`src/rtl/alu_pkg.sv`:
```
package alu_pkg;
  localparam int unsigned ALU_W   = 8;
  localparam int unsigned NIB_W   = ALU_W / 2;
  localparam int unsigned BIT_W   = $clog2(ALU_W);
  localparam int unsigned INSTR_W = 13;

  typedef enum logic [4:0] {
    OP_NONE, OP_MOVRA, OP_CLR, OP_SUB, OP_DEC, OP_OR, OP_AND, OP_XOR,
    OP_ADD, OP_MOV, OP_COM, OP_INC, OP_DJZ, OP_RRC, OP_RLC, OP_SWAP,
    OP_JZ, OP_BCLR, OP_BSET, OP_BTC, OP_BTS, OP_LDK
  } alu_op_e;

  typedef struct packed {
    alu_op_e          op;
    logic             to_reg;
    logic             use_k;
    logic [BIT_W-1:0] bit_idx;
    logic [ALU_W-1:0] k;
  } alu_dec_t;
endpackage

```
`src/rtl/alu_decode.sv`:
```
module alu_decode
  import alu_pkg::*;
(
  input  logic [INSTR_W-1:0] instr,
  output alu_dec_t           dec
);
  logic unused_addr;
  assign unused_addr = ^instr[5:0];

  always_comb begin
    dec         = '0;
    dec.op      = OP_NONE;
    dec.k       = instr[ALU_W-1:0];
    dec.bit_idx = instr[8:6];
    dec.to_reg  = instr[6];
    if (!instr[12]) begin
      if (instr[11]) begin
        unique case (instr[10:9])
          2'b00:   dec.op = OP_BCLR;
          2'b01:   dec.op = OP_BSET;
          2'b10:   dec.op = OP_BTC;
          default: dec.op = OP_BTS;
        endcase
      end else begin
        unique case (instr[10:7])
          4'd0:    dec.op = instr[6] ? OP_MOVRA : OP_NONE;
          4'd1:    dec.op = OP_CLR;
          4'd2:    dec.op = OP_SUB;
          4'd3:    dec.op = OP_DEC;
          4'd4:    dec.op = OP_OR;
          4'd5:    dec.op = OP_AND;
          4'd6:    dec.op = OP_XOR;
          4'd7:    dec.op = OP_ADD;
          4'd8:    dec.op = OP_MOV;
          4'd9:    dec.op = OP_COM;
          4'd10:   dec.op = OP_INC;
          4'd11:   dec.op = OP_DJZ;
          4'd12:   dec.op = OP_RRC;
          4'd13:   dec.op = OP_RLC;
          4'd14:   dec.op = OP_SWAP;
          default: dec.op = OP_JZ;
        endcase
      end
    end else if (instr[11]) begin
      dec.use_k  = 1'b1;
      dec.to_reg = 1'b0;
      unique case (instr[10:8])
        3'b000, 3'b100: dec.op = OP_LDK;
        3'b001:         dec.op = OP_OR;
        3'b010:         dec.op = OP_AND;
        3'b011:         dec.op = OP_XOR;
        3'b101:         dec.op = OP_SUB;
        3'b111:         dec.op = OP_ADD;
        default:        dec.op = OP_NONE;
      endcase
    end
  end
endmodule

```
`src/rtl/alu_core.sv`:
```
module alu_core
  import alu_pkg::*;
(
  input  alu_dec_t         dec,
  input  logic [ALU_W-1:0] acc,
  input  logic [ALU_W-1:0] regv,
  input  logic             c_in,
  output logic [ALU_W-1:0] res,
  output logic             wr_a,
  output logic             wr_r,
  output logic             skip,
  output logic [2:0]       upd,     // {z, c, dc}
  output logic [2:0]       nflags   // {z, c, dc}
);
  logic [ALU_W-1:0] opb;
  logic [ALU_W:0]   sum, dif;
  logic [NIB_W:0]   hsum, hdif;
  logic [ALU_W-1:0] onehot;
  logic             n_c, n_dc, writes;

  assign opb  = dec.use_k ? dec.k : regv;
  assign sum  = {1'b0, acc} + {1'b0, opb};
  assign dif  = {1'b0, opb} - {1'b0, acc};
  assign hsum = {1'b0, acc[NIB_W-1:0]} + {1'b0, opb[NIB_W-1:0]};
  assign hdif = {1'b0, opb[NIB_W-1:0]} - {1'b0, acc[NIB_W-1:0]};

  for (genvar g = 0; g < ALU_W; g++) begin : g_mask
    assign onehot[g] = (dec.bit_idx == BIT_W'(g));
  end

  always_comb begin
    res    = '0;
    writes = 1'b1;
    skip   = 1'b0;
    upd    = 3'b000;
    n_c    = c_in;
    n_dc   = 1'b0;
    wr_a   = 1'b0;
    wr_r   = 1'b0;
    unique case (dec.op)
      OP_MOVRA: res = acc;
      OP_CLR:   begin res = '0; upd = 3'b100; end
      OP_SUB:   begin res = dif[ALU_W-1:0]; n_c = ~dif[ALU_W]; n_dc = ~hdif[NIB_W]; upd = 3'b111; end
      OP_ADD:   begin res = sum[ALU_W-1:0]; n_c = sum[ALU_W]; n_dc = hsum[NIB_W]; upd = 3'b111; end
      OP_DEC:   begin res = regv - ALU_W'(1); upd = 3'b100; end
      OP_INC:   begin res = regv + ALU_W'(1); upd = 3'b100; end
      OP_OR:    begin res = acc | opb; upd = 3'b100; end
      OP_AND:   begin res = acc & opb; upd = 3'b100; end
      OP_XOR:   begin res = acc ^ opb; upd = 3'b100; end
      OP_MOV:   begin res = regv; upd = 3'b100; end
      OP_COM:   begin res = ~regv; upd = 3'b100; end
      OP_DJZ:   begin res = regv - ALU_W'(1); skip = (res == '0); end
      OP_JZ:    begin res = regv + ALU_W'(1); skip = (res == '0); end
      OP_RRC:   begin res = {c_in, regv[ALU_W-1:1]}; n_c = regv[0]; upd = 3'b010; end
      OP_RLC:   begin res = {regv[ALU_W-2:0], c_in}; n_c = regv[ALU_W-1]; upd = 3'b010; end
      OP_SWAP:  res = {regv[NIB_W-1:0], regv[ALU_W-1:NIB_W]};
      OP_BCLR:  res = regv & ~onehot;
      OP_BSET:  res = regv | onehot;
      OP_BTC:   begin writes = 1'b0; skip = ~|(regv & onehot); end
      OP_BTS:   begin writes = 1'b0; skip = |(regv & onehot); end
      OP_LDK:   res = dec.k;
      default:  writes = 1'b0;
    endcase
    if (writes) begin
      if (dec.op == OP_BCLR || dec.op == OP_BSET) wr_r = 1'b1;
      else begin
        wr_r = dec.to_reg;
        wr_a = ~dec.to_reg;
      end
    end
  end

  assign nflags = {(res == '0), n_c, n_dc};
endmodule

```
`src/rtl/alu_flags.sv`:
```
module alu_flags (
  input  logic       clk,
  input  logic       rst_n,
  input  logic       en,
  input  logic [2:0] upd,
  input  logic [2:0] nflags,
  output logic [2:0] flags
);
  for (genvar g = 0; g < 3; g++) begin : g_flag
    always_ff @(posedge clk or negedge rst_n) begin
      if (!rst_n)              flags[g] <= 1'b0;
      else if (en && upd[g])   flags[g] <= nflags[g];
    end
  end
endmodule

```
`src/rtl/acc_alu_exec.sv`:
```
module acc_alu_exec
  import alu_pkg::*;
(
  input  logic               clk,
  input  logic               rst_n,
  input  logic               exec_en,
  input  logic [INSTR_W-1:0] instr,
  input  logic [ALU_W-1:0]   acc_in,
  input  logic [ALU_W-1:0]   reg_in,
  output logic [ALU_W-1:0]   result,
  output logic               wr_acc,
  output logic               wr_reg,
  output logic               skip,
  output logic               flag_z,
  output logic               flag_c,
  output logic               flag_dc
);
  alu_dec_t   dec;
  logic       wa, wr, sk;
  logic [2:0] upd, nflags, flags;

  alu_decode u_dec (.instr(instr), .dec(dec));

  alu_core u_core (
    .dec(dec), .acc(acc_in), .regv(reg_in), .c_in(flags[1]),
    .res(result), .wr_a(wa), .wr_r(wr), .skip(sk),
    .upd(upd), .nflags(nflags)
  );

  alu_flags u_flags (
    .clk(clk), .rst_n(rst_n), .en(exec_en),
    .upd(upd), .nflags(nflags), .flags(flags)
  );

  assign wr_acc  = wa & exec_en;
  assign wr_reg  = wr & exec_en;
  assign skip    = sk & exec_en;
  assign flag_z  = flags[2];
  assign flag_c  = flags[1];
  assign flag_dc = flags[0];
endmodule

```
`config.mk`:
```
export PLATFORM = sky130hd
export DESIGN_NAME = acc_alu_exec
export DESIGN_NICKNAME = d
export VERILOG_FILES = /design/src/rtl/alu_pkg.sv /design/src/rtl/alu_decode.sv /design/src/rtl/alu_core.sv /design/src/rtl/alu_flags.sv /design/src/rtl/acc_alu_exec.sv
export SDC_FILE = /design/constraint.sdc
export NUM_CORES = 1
export LEC_CHECK = 0
export ABC_CLOCK_PERIOD_IN_PS = 17000
export BUFFER_PORTS_ARGS = -buffer_cell sky130_fd_sc_hd__buf_2
export CAP_MARGIN = 20
export CORE_ASPECT_RATIO = 0.7
export CORE_MARGIN = 2
export CORE_UTILIZATION = 40
export CTS_CLUSTER_SIZE = 16
export DETAILED_ROUTE_END_ITERATION = 12
export GPL_TIMING_DRIVEN = 0
export HOLD_SLACK_MARGIN = 0.08
export MAX_ROUTING_LAYER = met4
export PLACE_DENSITY_LB_ADDON = 0.12
export SETUP_SLACK_MARGIN = 0.02
export SYNTH_ARGS = -nofsm -noshare
export SYNTH_HDL_FRONTEND = slang
export SYNTH_SLANG_ARGS = --single-unit
```
`constraint.sdc`:
```
create_clock -name clk -period 17 [get_ports clk]
set_input_delay 5.1 -clock clk [delete_from_list [all_inputs] [get_ports clk]]
set_output_delay 5.1 -clock clk [all_outputs]
set_load 0.02 [all_outputs]
```
==> report_table.html <==
<table>
<tr><th>Metric</th><th>Value</th></tr>
<tr><th colspan="2">CTS</th></tr>
<tr><td>Post-CTS Hold Fix Bufs</td><td>0</td></tr>
<tr><td>Clock tree root buffer cell</td><td>clkbuf_16</td></tr>
<tr><td>Deepest level of the CTS H-tree</td><td>1</td></tr>
<tr><td>Post-CTS Setup Repair Bufs</td><td>0</td></tr>
<tr><td>Resized cells post-CTS</td><td>0</td></tr>
<tr><td>CTS tree</td><td>built</td></tr>
<tr><td>Clk Latency, worst-skew pair</td><td>0.23 ns</td></tr>
<tr><td>Clock transition at the registers of the reported paths</td><td>around 0.030 ns</td></tr>
<tr><td>Clock Sink Count</td><td>3</td></tr>
<tr><td>Cts bufs inserted</td><td>3</td></tr>
<tr><td>Max clock buf depth</td><td>2</td></tr>
<tr><th colspan="2">Floorplanning</th></tr>
<tr><td>Number of placement rows</td><td>27</td></tr>
<tr><td>Chip width</td><td>113 µm</td></tr>
<tr><td>Floorplan Core Area</td><td>approximately 8000 µm²</td></tr>
<tr><td>Floorplan die height</td><td>roughly 80 µm</td></tr>
<tr><td>Top-Level Pins</td><td>46</td></tr>
<tr><td>Total die area</td><td>about 9000 µm²</td></tr>
<tr><td>Initial Util</td><td>0.419</td></tr>
<tr><th colspan="2">Power</th></tr>
<tr><td>Power share of the combinational group</td><td>0.754</td></tr>
<tr><td>Leakage power</td><td>1.63 nW</td></tr>
<tr><td>Net switching component of the power</td><td>112 µW</td></tr>
<tr><td>Register share of total power</td><td>0.058</td></tr>
<tr><td>Pwr Total</td><td>204 µW</td></tr>
<tr><td>Net switching fraction of the power</td><td>0.548</td></tr>
<tr><td>Power density normalized to cell area</td><td>54.3 nW/µm²</td></tr>
<tr><td>VDD IR-drop max</td><td>0.0303 mV</td></tr>
<tr><td>Clock power frac</td><td>0.188</td></tr>
<tr><td>Cell internal power dissipation</td><td>~92 µW</td></tr>
<tr><th colspan="2">Synthesis</th></tr>
<tr><td>Register bit total from synthesis</td><td>3</td></tr>
<tr><td>Dominant synthesized flop cell</td><td>dfrtp_1</td></tr>
<tr><td>Mapped cell area</td><td>between 3000 and 4000 µm²</td></tr>
<tr><td>Synthesized instance count</td><td>between 500 and 600</td></tr>
<tr><td>Number of library cell types mapped by synthesis</td><td>75</td></tr>
<tr><td>Number of synthesized flops with an enable pin</td><td>0</td></tr>
<tr><td>Yosys warns</td><td>0</td></tr>
<tr><td>Sequential share of the synthesized area</td><td>0.0225</td></tr>
<tr><td>Post-Synthesis Mean Instance Area</td><td>between 6 and 7 µm²</td></tr>
<tr><td>Proportion of register bits with asynchronous set or reset after synthesis</td><td>1.00</td></tr>
<tr><td>Synthesized netlist net count</td><td>between 500 and 600</td></tr>
<tr><th colspan="2">Drt</th></tr>
<tr><td>Remaining number of nets flagged by the antenna check after routing</td><td>0</td></tr>
<tr><td>Total via count after detailed routing</td><td>between 4000 and 5000</td></tr>
<tr><td>First-pass DRT Iterations</td><td>9</td></tr>
<tr><td>Detailed Route Iter0 Violations</td><td>between 500 and 600</td></tr>
<tr><td>Post-detailed-route DRC marker count</td><td>2</td></tr>
<tr><td>Vias per Instance</td><td>6.75</td></tr>
<tr><td>Wire length reported by the detailed router</td><td>about 15 mm</td></tr>
<tr><td>Average routed wire per standard cell</td><td>23.3 µm</td></tr>
<tr><th colspan="2">Cells and area</th></tr>
<tr><td>Fill cell instance count of the final layout</td><td>~850</td></tr>
<tr><td>Antenna diodes</td><td>0</td></tr>
<tr><td>Leading cell type in the layout, fill and taps excluded</td><td>nand2_1</td></tr>
<tr><td>Registers with the highest flip-flop counts</td><td>u_flags.flags x3</td></tr>
<tr><td>Largest register by flop count</td><td>u_flags.flags</td></tr>
<tr><td>Area growth syn-to-layout</td><td>12.4%</td></tr>
<tr><td>Fraction of layout cells with a size suffix above 1</td><td>0.122</td></tr>
<tr><td>Most frequent cells in the layout</td><td>78 x nand2_1, 47 x buf_2, 42 x ha_1</td></tr>
<tr><td>Final net count</td><td>between 600 and 700</td></tr>
<tr><td>Final std cells w/o fill</td><td>around 670</td></tr>
<tr><td>Number of flip-flops under the largest register name</td><td>3</td></tr>
<tr><th colspan="2">Setup path</th></tr>
<tr><td>Type of element capturing the critical path</td><td>output pin</td></tr>
<tr><td>Critical path destination</td><td>result[1]</td></tr>
<tr><td>R2R depth</td><td>6</td></tr>
<tr><td>Top delay family on crit path</td><td>buffers and inverters</td></tr>
<tr><td>FF-to-FF End</td><td>u_flags.flags[2]</td></tr>
<tr><td>Startpoint types</td><td>input pin</td></tr>
<tr><td>Worst endpoint data arrival time</td><td>9.53 ns</td></tr>
<tr><td>Most used cell along the critical path</td><td>buf_2</td></tr>
<tr><td>Register-to-register setup slack</td><td>14.91 ns</td></tr>
<tr><td>Slowest Stage Delay on Critical Path</td><td>about 0.70 ns</td></tr>
<tr><td>Source of the worst register-to-register timing path</td><td>u_flags.flags[1]</td></tr>
<tr><td>Critical path buffers and inverters</td><td>7</td></tr>
<tr><td>Largest fanout on the critical path</td><td>10</td></tr>
<tr><td>Critical path class</td><td>input pin to output pin</td></tr>
<tr><td>Path length in cells of the critical path</td><td>15</td></tr>
<tr><td>Cell Chain, Critical Path</td><td>buf_2 &gt; clkbuf_1 &gt; clkinv_1 &gt; ha_1 &gt; o31ai_1 &gt; and2_1 &gt; buf_2 &gt; a21oi_1 &gt; clkbuf_1 &gt; nand4_1 &gt; o22a_1 &gt; o211ai_1 &gt; a2111oi_0 &gt; inv_1 &gt; buf_2</td></tr>
<tr><td>Req. time, crit path</td><td>approximately 12 ns</td></tr>
<tr><td>Slowest library cell on the worst path</td><td>a2111oi_0</td></tr>
<tr><td>CP Launch Point</td><td>instr[8]</td></tr>
<tr><th colspan="2">Job</th></tr>
<tr><td>Count of maximum capacitance violations</td><td>0</td></tr>
<tr><th colspan="2">Worst hold path</th></tr>
<tr><td>Tightest Hold Check Type</td><td>flop to flop</td></tr>
<tr><th colspan="2">STA</th></tr>
<tr><td>Achievable Freq</td><td>68.4 MHz</td></tr>
<tr><td>Slew at the pin closest to its max-slew limit</td><td>between 1 and 1.5 ns</td></tr>
<tr><td>Worst clock skew on the final layout</td><td>0.00388 ns</td></tr>
<tr><td>Final period demand of the worst path</td><td>14.63 ns</td></tr>
<tr><td>Total negative slack</td><td>0 ns</td></tr>
<tr><td>Number of setup violations in the final report</td><td>0</td></tr>
<tr><td>Worst-case setup margin in the final layout</td><td>~2.4 ns</td></tr>
<tr><td>Setup repair after global routing missed its margin</td><td>no</td></tr>
<tr><td>Hold Vio Cnt, Final</td><td>0</td></tr>
<tr><td>Relative max-transition margin</td><td>0.318</td></tr>
<tr><td>Number of pins exceeding their max-slew limit in the final report</td><td>0</td></tr>
<tr><td>Share of the cycle needed by the critical path after routing</td><td>0.860</td></tr>
<tr><th colspan="2">Global route</th></tr>
<tr><td>Wire length of the first global-routing pass</td><td>23.8 mm</td></tr>
<tr><td>Vias in the first global route</td><td>4216</td></tr>
<tr><td>Initial antenna violation count</td><td>0</td></tr>
<tr><td>Total global routing overflow</td><td>0</td></tr>
<tr><td>Largest net degree at the start of global routing</td><td>12</td></tr>
<tr><td>Overall track demand over capacity in global routing</td><td>0.348</td></tr>
<tr><th colspan="2">Run status</th></tr>
<tr><td>Violated checks</td><td>design-rule violations</td></tr>
<tr><td>Result of the run</td><td>complete, but fails checks</td></tr>
<tr><th colspan="2">Placed design</th></tr>
<tr><td>Routability congestion estimate</td><td>1.09</td></tr>
<tr><td>Setup WS pre-CTS</td><td>between 2 and 3 ns</td></tr>
<tr><td>Cell count after placement</td><td>around 660</td></tr>
<tr><td>HPWL reported at the end of detailed placement</td><td>12.0 mm</td></tr>
<tr><td># port buffers</td><td>between 40 and 50</td></tr>
</table>
-- cell type report --
class / count / area (µm²) / area share
Buffer: 34 / 145 / 0.0387
Inverter: 37 / 139 / 0.0370
Tap cell: 101 / 126 / 0.0337
Multi-Input combinational cell: 444 / 2980 / 0.794
Sequential cell: 3 / 75.1 / 0.0200
Clock buffer: 4 / 78.8 / 0.0210
Timing Repair Buffer: 42 / 210 / 0.0560
-- Yosys cell counts, types with 6 or more instances --
master / number / area (µm²)
a21oi_1: 32 / 160
a22oi_1: 9 / 67.6
a31oi_1: 8 / 50.1
and2_1: 7 / 43.8
clkbuf_1: 26 / 97.6
ha_1: 42 / 526
inv_1: 35 / 131
nand2_1: 78 / 293
nand3_1: 20 / 100
nand4_1: 8 / 50.1
nor2_1: 35 / 131
nor3_1: 13 / 65.1
o21a_1: 6 / 45.0
o21ai_0: 38 / 190
o22ai_1: 14 / 87.6
o31ai_1: 8 / 60.1
o32ai_1: 6 / 52.6
xnor2_1: 7 / 61.3
xor2_1: 6 / 52.6
-- metrics by stage --
step	area (µm²)	utilization	hold WS (ns)
2_1_floorplan	3340	-	0.590
3_3_place_gp	3670	0.461	0.456
3_5_place_dp	3670	0.461	0.463
4_1_cts	3750	0.471	0.493
5_1_grt	3750	0.471	0.532
6_report	3750	0.471	0.488
-- worst register-to-register path: stages, from the launching register on --
cell and delay, ns:
dfrtp_1 0.42, mux2i_1 0.17, o31ai_1 0.09, a221oi_1 0.30, nand4_1 0.17, or4_1 0.55, o41ai_2 0.26
-- worst min path at each step --
| stage | end | slack (ns) | from | depth (start not counted) |
|---|---|---|---|---|
| floorplan | u_flags.flags[2] | 0.59 | u_flags.flags[2] | 2 |
| global placement | u_flags.flags[2] | 0.46 | u_flags.flags[2] | 2 |
| detailed placement | u_flags.flags[2] | 0.46 | u_flags.flags[2] | 2 |
| CTS | u_flags.flags[2] | 0.49 | u_flags.flags[2] | 2 |
| global route | u_flags.flags[2] | 0.53 | u_flags.flags[2] | 2 |
| finish | u_flags.flags[2] | 0.49 | u_flags.flags[2] | 2 |
-- logic make-up after synthesis --
logic type                 synth area share
adders and majority gates             0.169
and+or+nand+nor                       0.277
xor gates and xnor gates             0.0341
DFF                                  0.0225
AOI/OAI and AO/OA                     0.386
buffers and inverters                0.0851
muxes                                0.0255
-- power groups by stage --
stage | Clock, mW | Combinational, mW | Sequential, mW
final | 0.0383 | 0.154 | 0.0118
after global routing | 0.0391 | 0.164 | 0.0119
after CTS | 0.0383 | 0.148 | 0.0114
after detailed placement | 0 | 0.147 | 0.0115
after global placement | 0 | 0.148 | 0.0115
after floorplan | 0 | 0.0958 | 0.0139
-- layer usage --
layer / global-route usage / vias up / wire length, µm
met5: - / - / 0
met4: 0.0915 / 0 / 363
met3: 0.0898 / 51 / 2270
met2: 0.507 / 340 / 6220
met1: 0.477 / 2089 / 6650
li1: - / 2009 / -
No activity file was read; power rests on OpenSTA's default activity.
